===== src/rtl/qdec_pkg.sv =====
package qdec_pkg;

  // Strobes handed from the decode control to the count datapath
  typedef struct packed {
    logic step;   // one legal quadrature edge this cycle
    logic up;     // direction of that edge
    logic zero;   // index rising edge
    logic err;    // both channels moved together
  } qdStrobe_t;

endpackage


===== src/rtl/qdec_filter.sv =====
module qdec_filter #(
  parameter int FILT_LEN = 3
) (
  input  logic clk,
  input  logic rstN,
  input  logic rawIn,
  output logic cleanOut
);
  localparam int CW = $clog2(FILT_LEN + 1);

  logic [1:0]    syncQ;
  logic [CW-1:0] holdCnt;

  always_ff @(posedge clk or negedge rstN) begin
    if (!rstN) begin
      syncQ    <= '0;
      holdCnt  <= '0;
      cleanOut <= 1'b0;
    end else begin
      syncQ <= {syncQ[0], rawIn};
      if (syncQ[1] != cleanOut) begin
        if (holdCnt == CW'(FILT_LEN - 1)) begin
          cleanOut <= syncQ[1];
          holdCnt  <= '0;
        end else begin
          holdCnt <= holdCnt + 1'b1;
        end
      end else begin
        holdCnt <= '0;
      end
    end
  end


  filt_source_chk: assert property (@(posedge clk) disable iff (!rstN)
    !$stable(cleanOut) |-> cleanOut == $past(syncQ[1]));

endmodule


===== src/rtl/qdec_ctrl.sv =====
module qdec_ctrl
  import qdec_pkg::*;
(
  input  logic      clk,
  input  logic      rstN,
  input  logic      aF,
  input  logic      bF,
  input  logic      zF,
  output qdStrobe_t strobe
);
  logic prevA, prevB, prevZ;
  logic aChg, bChg;

  always_ff @(posedge clk or negedge rstN) begin
    if (!rstN) begin
      prevA <= 1'b0;
      prevB <= 1'b0;
      prevZ <= 1'b0;
    end else begin
      prevA <= aF;
      prevB <= bF;
      prevZ <= zF;
    end
  end

  always_comb begin
    aChg        = aF ^ prevA;
    bChg        = bF ^ prevB;
    strobe.err  = aChg & bChg;
    strobe.step = aChg ^ bChg;
    strobe.up   = aChg ? (aF ^ prevB) : ~(bF ^ prevA);
    strobe.zero = zF & ~prevZ;
  end


  step_single_chk: assert property (@(posedge clk) disable iff (!rstN)
    strobe.step |-> $countones({aF, bF} ^ {$past(aF), $past(bF)}) == 1);

endmodule


===== src/rtl/qdec_datapath.sv =====
module qdec_datapath
  import qdec_pkg::*;
#(
  parameter int LINES = 2500
) (
  input  logic                                clk,
  input  logic                                rstN,
  input  qdStrobe_t                           strobe,
  output logic [$clog2(LINES*4)-1:0]          position,
  output logic                                dirUp,
  output logic                                indexSeen,
  output logic                                stepPulse,
  output logic                                errPulse
);
  localparam int COUNTS = LINES * 4;
  localparam int CNT_W  = $clog2(COUNTS);
  localparam logic [CNT_W-1:0] MAXC = CNT_W'(COUNTS - 1);

  logic [CNT_W-1:0] nextUp, nextDn;

  always_comb begin
    nextUp = (position == MAXC) ? '0 : position + 1'b1;
    nextDn = (position == '0) ? MAXC : position - 1'b1;
  end

  always_ff @(posedge clk or negedge rstN) begin
    if (!rstN) begin
      position  <= '0;
      dirUp     <= 1'b1;
      indexSeen <= 1'b0;
      stepPulse <= 1'b0;
      errPulse  <= 1'b0;
    end else begin
      stepPulse <= strobe.step;
      errPulse  <= strobe.err;
      if (strobe.step) dirUp <= strobe.up;
      if (strobe.zero) begin
        position  <= '0;
        indexSeen <= 1'b1;
      end else if (strobe.step) begin
        position <= strobe.up ? nextUp : nextDn;
      end
    end
  end


  pos_range_chk: assert property (@(posedge clk) disable iff (!rstN)
    position <= MAXC);


  wrap_up_chk: assert property (@(posedge clk) disable iff (!rstN)
    (strobe.step && strobe.up && !strobe.zero && position == MAXC) |=> position == '0);


  index_zero_chk: assert property (@(posedge clk) disable iff (!rstN)
    strobe.zero |=> (position == '0) && indexSeen);


  index_sticky_chk: assert property (@(posedge clk) disable iff (!rstN)
    indexSeen |=> indexSeen);


  err_hold_chk: assert property (@(posedge clk) disable iff (!rstN)
    (strobe.err && !strobe.zero) |=> $stable(position) && errPulse && !stepPulse);

endmodule


===== src/rtl/quad_index_counter.sv =====
module quad_index_counter
  import qdec_pkg::*;
#(
  parameter int LINES    = 2500,
  parameter int FILT_LEN = 3,
  localparam int CNT_W   = $clog2(LINES * 4)
) (
  input  logic             clk,
  input  logic             rstN,
  input  logic             encA,
  input  logic             encB,
  input  logic             encZ,
  output logic [CNT_W-1:0] position,
  output logic             dirUp,
  output logic             indexSeen,
  output logic             stepPulse,
  output logic             errPulse
);
  localparam int NCH = 3;

  logic [NCH-1:0] rawVec;
  logic [NCH-1:0] cleanVec;
  qdStrobe_t      strobe;

  assign rawVec = {encZ, encB, encA};

  for (genvar ch = 0; ch < NCH; ch++) begin : g_cond
    qdec_filter #(.FILT_LEN(FILT_LEN)) u_filt (
      .clk      (clk),
      .rstN     (rstN),
      .rawIn    (rawVec[ch]),
      .cleanOut (cleanVec[ch])
    );
  end

  qdec_ctrl u_ctrl (
    .clk    (clk),
    .rstN   (rstN),
    .aF     (cleanVec[0]),
    .bF     (cleanVec[1]),
    .zF     (cleanVec[2]),
    .strobe (strobe)
  );

  qdec_datapath #(.LINES(LINES)) u_dp (
    .clk       (clk),
    .rstN      (rstN),
    .strobe    (strobe),
    .position  (position),
    .dirUp     (dirUp),
    .indexSeen (indexSeen),
    .stepPulse (stepPulse),
    .errPulse  (errPulse)
  );


  no_dual_strobe_chk: assert property (@(posedge clk) disable iff (!rstN)
    !(stepPulse && errPulse));

endmodule


===== config.mk =====
export PLATFORM = sky130hd
export DESIGN_NAME = quad_index_counter
export DESIGN_NICKNAME = d
export VERILOG_FILES = /design/src/rtl/qdec_pkg.sv /design/src/rtl/qdec_filter.sv /design/src/rtl/qdec_ctrl.sv /design/src/rtl/qdec_datapath.sv /design/src/rtl/quad_index_counter.sv
export SDC_FILE = /design/constraint.sdc
export NUM_CORES = 1
export LEC_CHECK = 0
export ABC_AREA = 1
export ABC_CLOCK_PERIOD_IN_PS = 2050
export CAP_MARGIN = 20
export CELL_PAD_IN_SITES_DETAIL_PLACEMENT = 1
export CELL_PAD_IN_SITES_GLOBAL_PLACEMENT = 1
export CORE_ASPECT_RATIO = 0.8
export CORE_UTILIZATION = 42
export CTS_BUF_LIST = sky130_fd_sc_hd__clkbuf_4 sky130_fd_sc_hd__clkbuf_8
export CTS_CLUSTER_DIAMETER = 80
export CTS_CLUSTER_SIZE = 28
export DETAILED_ROUTE_END_ITERATION = 10
export PLACE_DENSITY_LB_ADDON = 0.12
export SKIP_LAST_GASP = 1
export SYNTH_ARGS = -nofsm -noshare
export SYNTH_HDL_FRONTEND = slang
export SYNTH_SLANG_ARGS = --single-unit
export TNS_END_PERCENT = 30

===== constraint.sdc =====
create_clock -name clk -period 2.05 [get_ports clk]
set_input_delay 0.41 -clock clk [delete_from_list [all_inputs] [get_ports clk]]
set_output_delay 0.41 -clock clk [all_outputs]
set_load 0.005 [all_outputs]

==> flow_summary.json <==
{
  "p_int_mw": 2.47,
  "crit_required_ps": 2290,
  "maxCapViolations": 0,
  "insertion_delay_ps": 290,
  "core_area_mm2": 0.00501,
  "cts-resized-gates": 0,
  "drive_gt1_share_pct": 9.04,
  "r2r_cells": 9,
  "synth_area_mm2": 0.00220,
  "viasPerCell": 5.14,
  "r2r_start": "g_cond[0].u_filt.cleanOut",
  "power_density_mw_per_mm2": 1920,
  "yosys_warnings": 0,
  "path_max_fanout": 6,
  "htree_levels": 2,
  "syn_inst": 307,
  "netSwitchingFraction_pct": 49.8,
  "vias": 2027,
  "skew_ps": 6.98,
  "synth_nets": 315,
  "finalSetupTns_ps": 0,
  "ys_seq_elements": 36,
  "design_area_mm2": 0.00256,
  "tritoncts": "yes",
  "antenna_found_initial": 0,
  "overflow": 0,
  "numCtsBuffers": 5,
  "post-route-min-period_ps": 1850,
  "switching_power_mw": 2.45,
  "r2r-end": "u_dp.position[1]",
  "area_delta_synth_final_pct": 16.6,
  "min_path_type": "in -> async",
  "drt_wl_total_um": 6070,
  "fin_crit_sh_pct": 90.3,
  "cts-root-buf": "clkbuf_8",
  "crit_type": "reg -> reg",
  "start_util_pct": 43.9,
  "pin_count": 23,
  "dp_hpwl_um": 4460,
  "tightest_slew_ps": 473,
  "die_w_um": 82.8,
  "holdBufCountCts": 0,
  "ir_drop_uv": 930,
  "nets": 339,
  "ctsLongestPathBuffers": 2,
  "numClockSinks": 36,
  "dieHeight_um": 66.7,
  "startpoint_type": "register",
  "grt_max_degree": 37,
  "grt_pass1_vias": 1985,
  "ys_types": 29,
  "ff2ff_setup_slack_ps": 200,
  "cts.clk_slew.worst_paths_ps": 70,
  "placementRows": 23,
  "layout_commonest_cell": "nand2_1",
  "drc": 0,
  "portBuffers": 22,
  "rsz0062_at_grt": "no",
  "hold_violations": 0,
  "syn_area_per_cell_um2": 7.15,
  "track_usage_pct": 24.4,
  "detail_route.wl_per_cell_um": 15.4,
  "fill_cells": 644,
  "ant_nets": 0,
  "firstDrtPassIters": 4,
  "p_comb_share_pct": 60.6,
  "drtIter0Drc": 85,
  "seq_power_share_pct": 27.6,
  "gp_congestion": 0.874,
  "p_clk_share_pct": 11.8,
  "grt_pass1_wl_um": 10200,
  "pre_cts_slack_ps": 199,
  "fmax_mhz": 540,
  "relSlewSlack_pct": 68.5,
  "setup_viol": 0,
  "post_cts_buffers": 0,
  "outcome": "complete, no violations",
  "placed_cell_area_mm2": 0.00246,
  "layout.cells.most_common_list": "nand2_1, dfrtp_1, nor2_1",
  "dieArea_mm2": 0.00552,
  "cp-end-kind": "register",
  "yosysSeqAreaShare_pct": 41.1,
  "fin_ws_ps": 199,
  "total_leakage_power_nw": 1.24,
  "maxSlewViolCount": 0,
  "worst-endpoint-arrival_ps": 2090,
  "diodes": 0
}
## final cells by class
cell class	count	area, um2	area share [%]
Inverter	33	124	4.84
Multi-Input combinational cell	228	1100	43.0
Tap cell	62	77.6	3.03
Clock buffer	8	104	4.05
Sequential cell	36	902	35.2
Timing Repair Buffer	27	253	9.87
## power by group through the flow
stage | clock, mW | combinational [mW] | sequential (mW)
after global placement | 0 | 2.89 | 1.35
final | 0.580 | 2.98 | 1.36
after floorplan | 0 | 2.15 | 1.22
after CTS | 0.590 | 3.01 | 1.36
after global routing | 0.622 | 3.35 | 1.41
after detailed placement | 0 | 2.98 | 1.37
## state kept, by name, summed over array words and instances, names as in the netlist
| signal | count |
|---|---|
| u_dp.stepPulse | 1 |
| u_dp.errPulse | 1 |
| g_cond.u_filt.cleanOut | 3 |
| u_dp.indexSeen | 1 |
| u_ctrl.prevA | 1 |
| g_cond.u_filt.syncQ | 6 |
| u_ctrl.prevB | 1 |
| u_dp.position | 14 |
| g_cond.u_filt.holdCnt | 6 |
| u_ctrl.prevZ | 1 |
| u_dp.dirUp | 1 |
## worst max path at each step
stage	start	to	slack [ps]	cells past startpoint
floorplan	g_cond[0].u_filt.cleanOut	u_dp.position[13]	320	9
global placement	g_cond[0].u_filt.cleanOut	u_dp.position[1]	310	9
detailed placement	g_cond[0].u_filt.cleanOut	u_dp.position[9]	200	9
CTS	g_cond[0].u_filt.cleanOut	u_dp.position[1]	200	9
global route	g_cond[0].u_filt.cleanOut	u_dp.position[1]	30	9
finish	g_cond[0].u_filt.cleanOut	u_dp.position[1]	200	9
## worst max-delay path, stage by stage, from the launching register on
cell     delay, ps
dfrtp_1        460
nor2_1         200
nor2_2          80
ha_1           340
inv_1           90
nor2_2         130
inv_1           80
nor2_2         220
nand3_1        120
nand2_1         70
## layer usage
| layer | share of wire [%] | global-route usage (%) | vias to the layer above |
|---|---|---|---|
| li1 | - | - | 1005 |
| met3 | 7.0 | 6.57 | 7 |
| met4 | 1.3 | 7.33 | 0 |
| met1 | 46 | 32.5 | 967 |
| met2 | 46 | 38.9 | 48 |
| met5 | 0 | 0 | - |
## logic make-up after synthesis
kind of cell	count (synthesis)	share of synthesized area, %
AOI/OAI and AO/OA	19	4.96
adders and majority gates	3	1.71
buffers and inverters	43	8.78
and+or+nand+nor	192	37.8
muxes	1	0.456
xor gates and xnor gates	13	5.19
DFF	36	41.1
## synth_stat cells
library cell | n | area (um2)
nand2_1 | 106 | 398
dfrtp_1 | 35 | 876
nor2_1 | 33 | 124
inv_1 | 31 | 116
nand3_1 | 27 | 135
o21ai_0 | 11 | 55.1
xor2_1 | 9 | 78.8
nand4_1 | 7 | 43.8
nor3_1 | 7 | 35.0
buf_2 | 4 | 20.0
xnor2_1 | 4 | 35.0
a21oi_1 | 3 | 15.0
buf_6 | 3 | 33.8
ha_1 | 3 | 37.5
nor2_2 | 3 | 18.8
nor2_4 | 3 | 33.8
clkbuf_1 | 2 | 7.51
inv_2 | 2 | 7.51
nand2_2 | 2 | 12.5
o21ai_1 | 2 | 10.0
or2_2 | 2 | 12.5
a21oi_2 | 1 | 8.76
and2_1 | 1 | 6.26
buf_4 | 1 | 7.51
dfstp_2 | 1 | 26.3
mux2i_1 | 1 | 10.0
nand2_4 | 1 | 11.3
o211ai_2 | 1 | 12.5
o21bai_1 | 1 | 7.51
## stage by stage
step                      utilization, %  instances  hold WS (ps)  total power, mW
after global routing                51.1        394           193             5.38
after CTS                           51.1        394           172             4.95
after detailed placement            49.1        386           339             4.35
final                               51.1        394           152             4.92
after global placement              49.1        386           333             4.24
after floorplan                        -        307           114             3.36
Power figures use the tool's default switching activity.
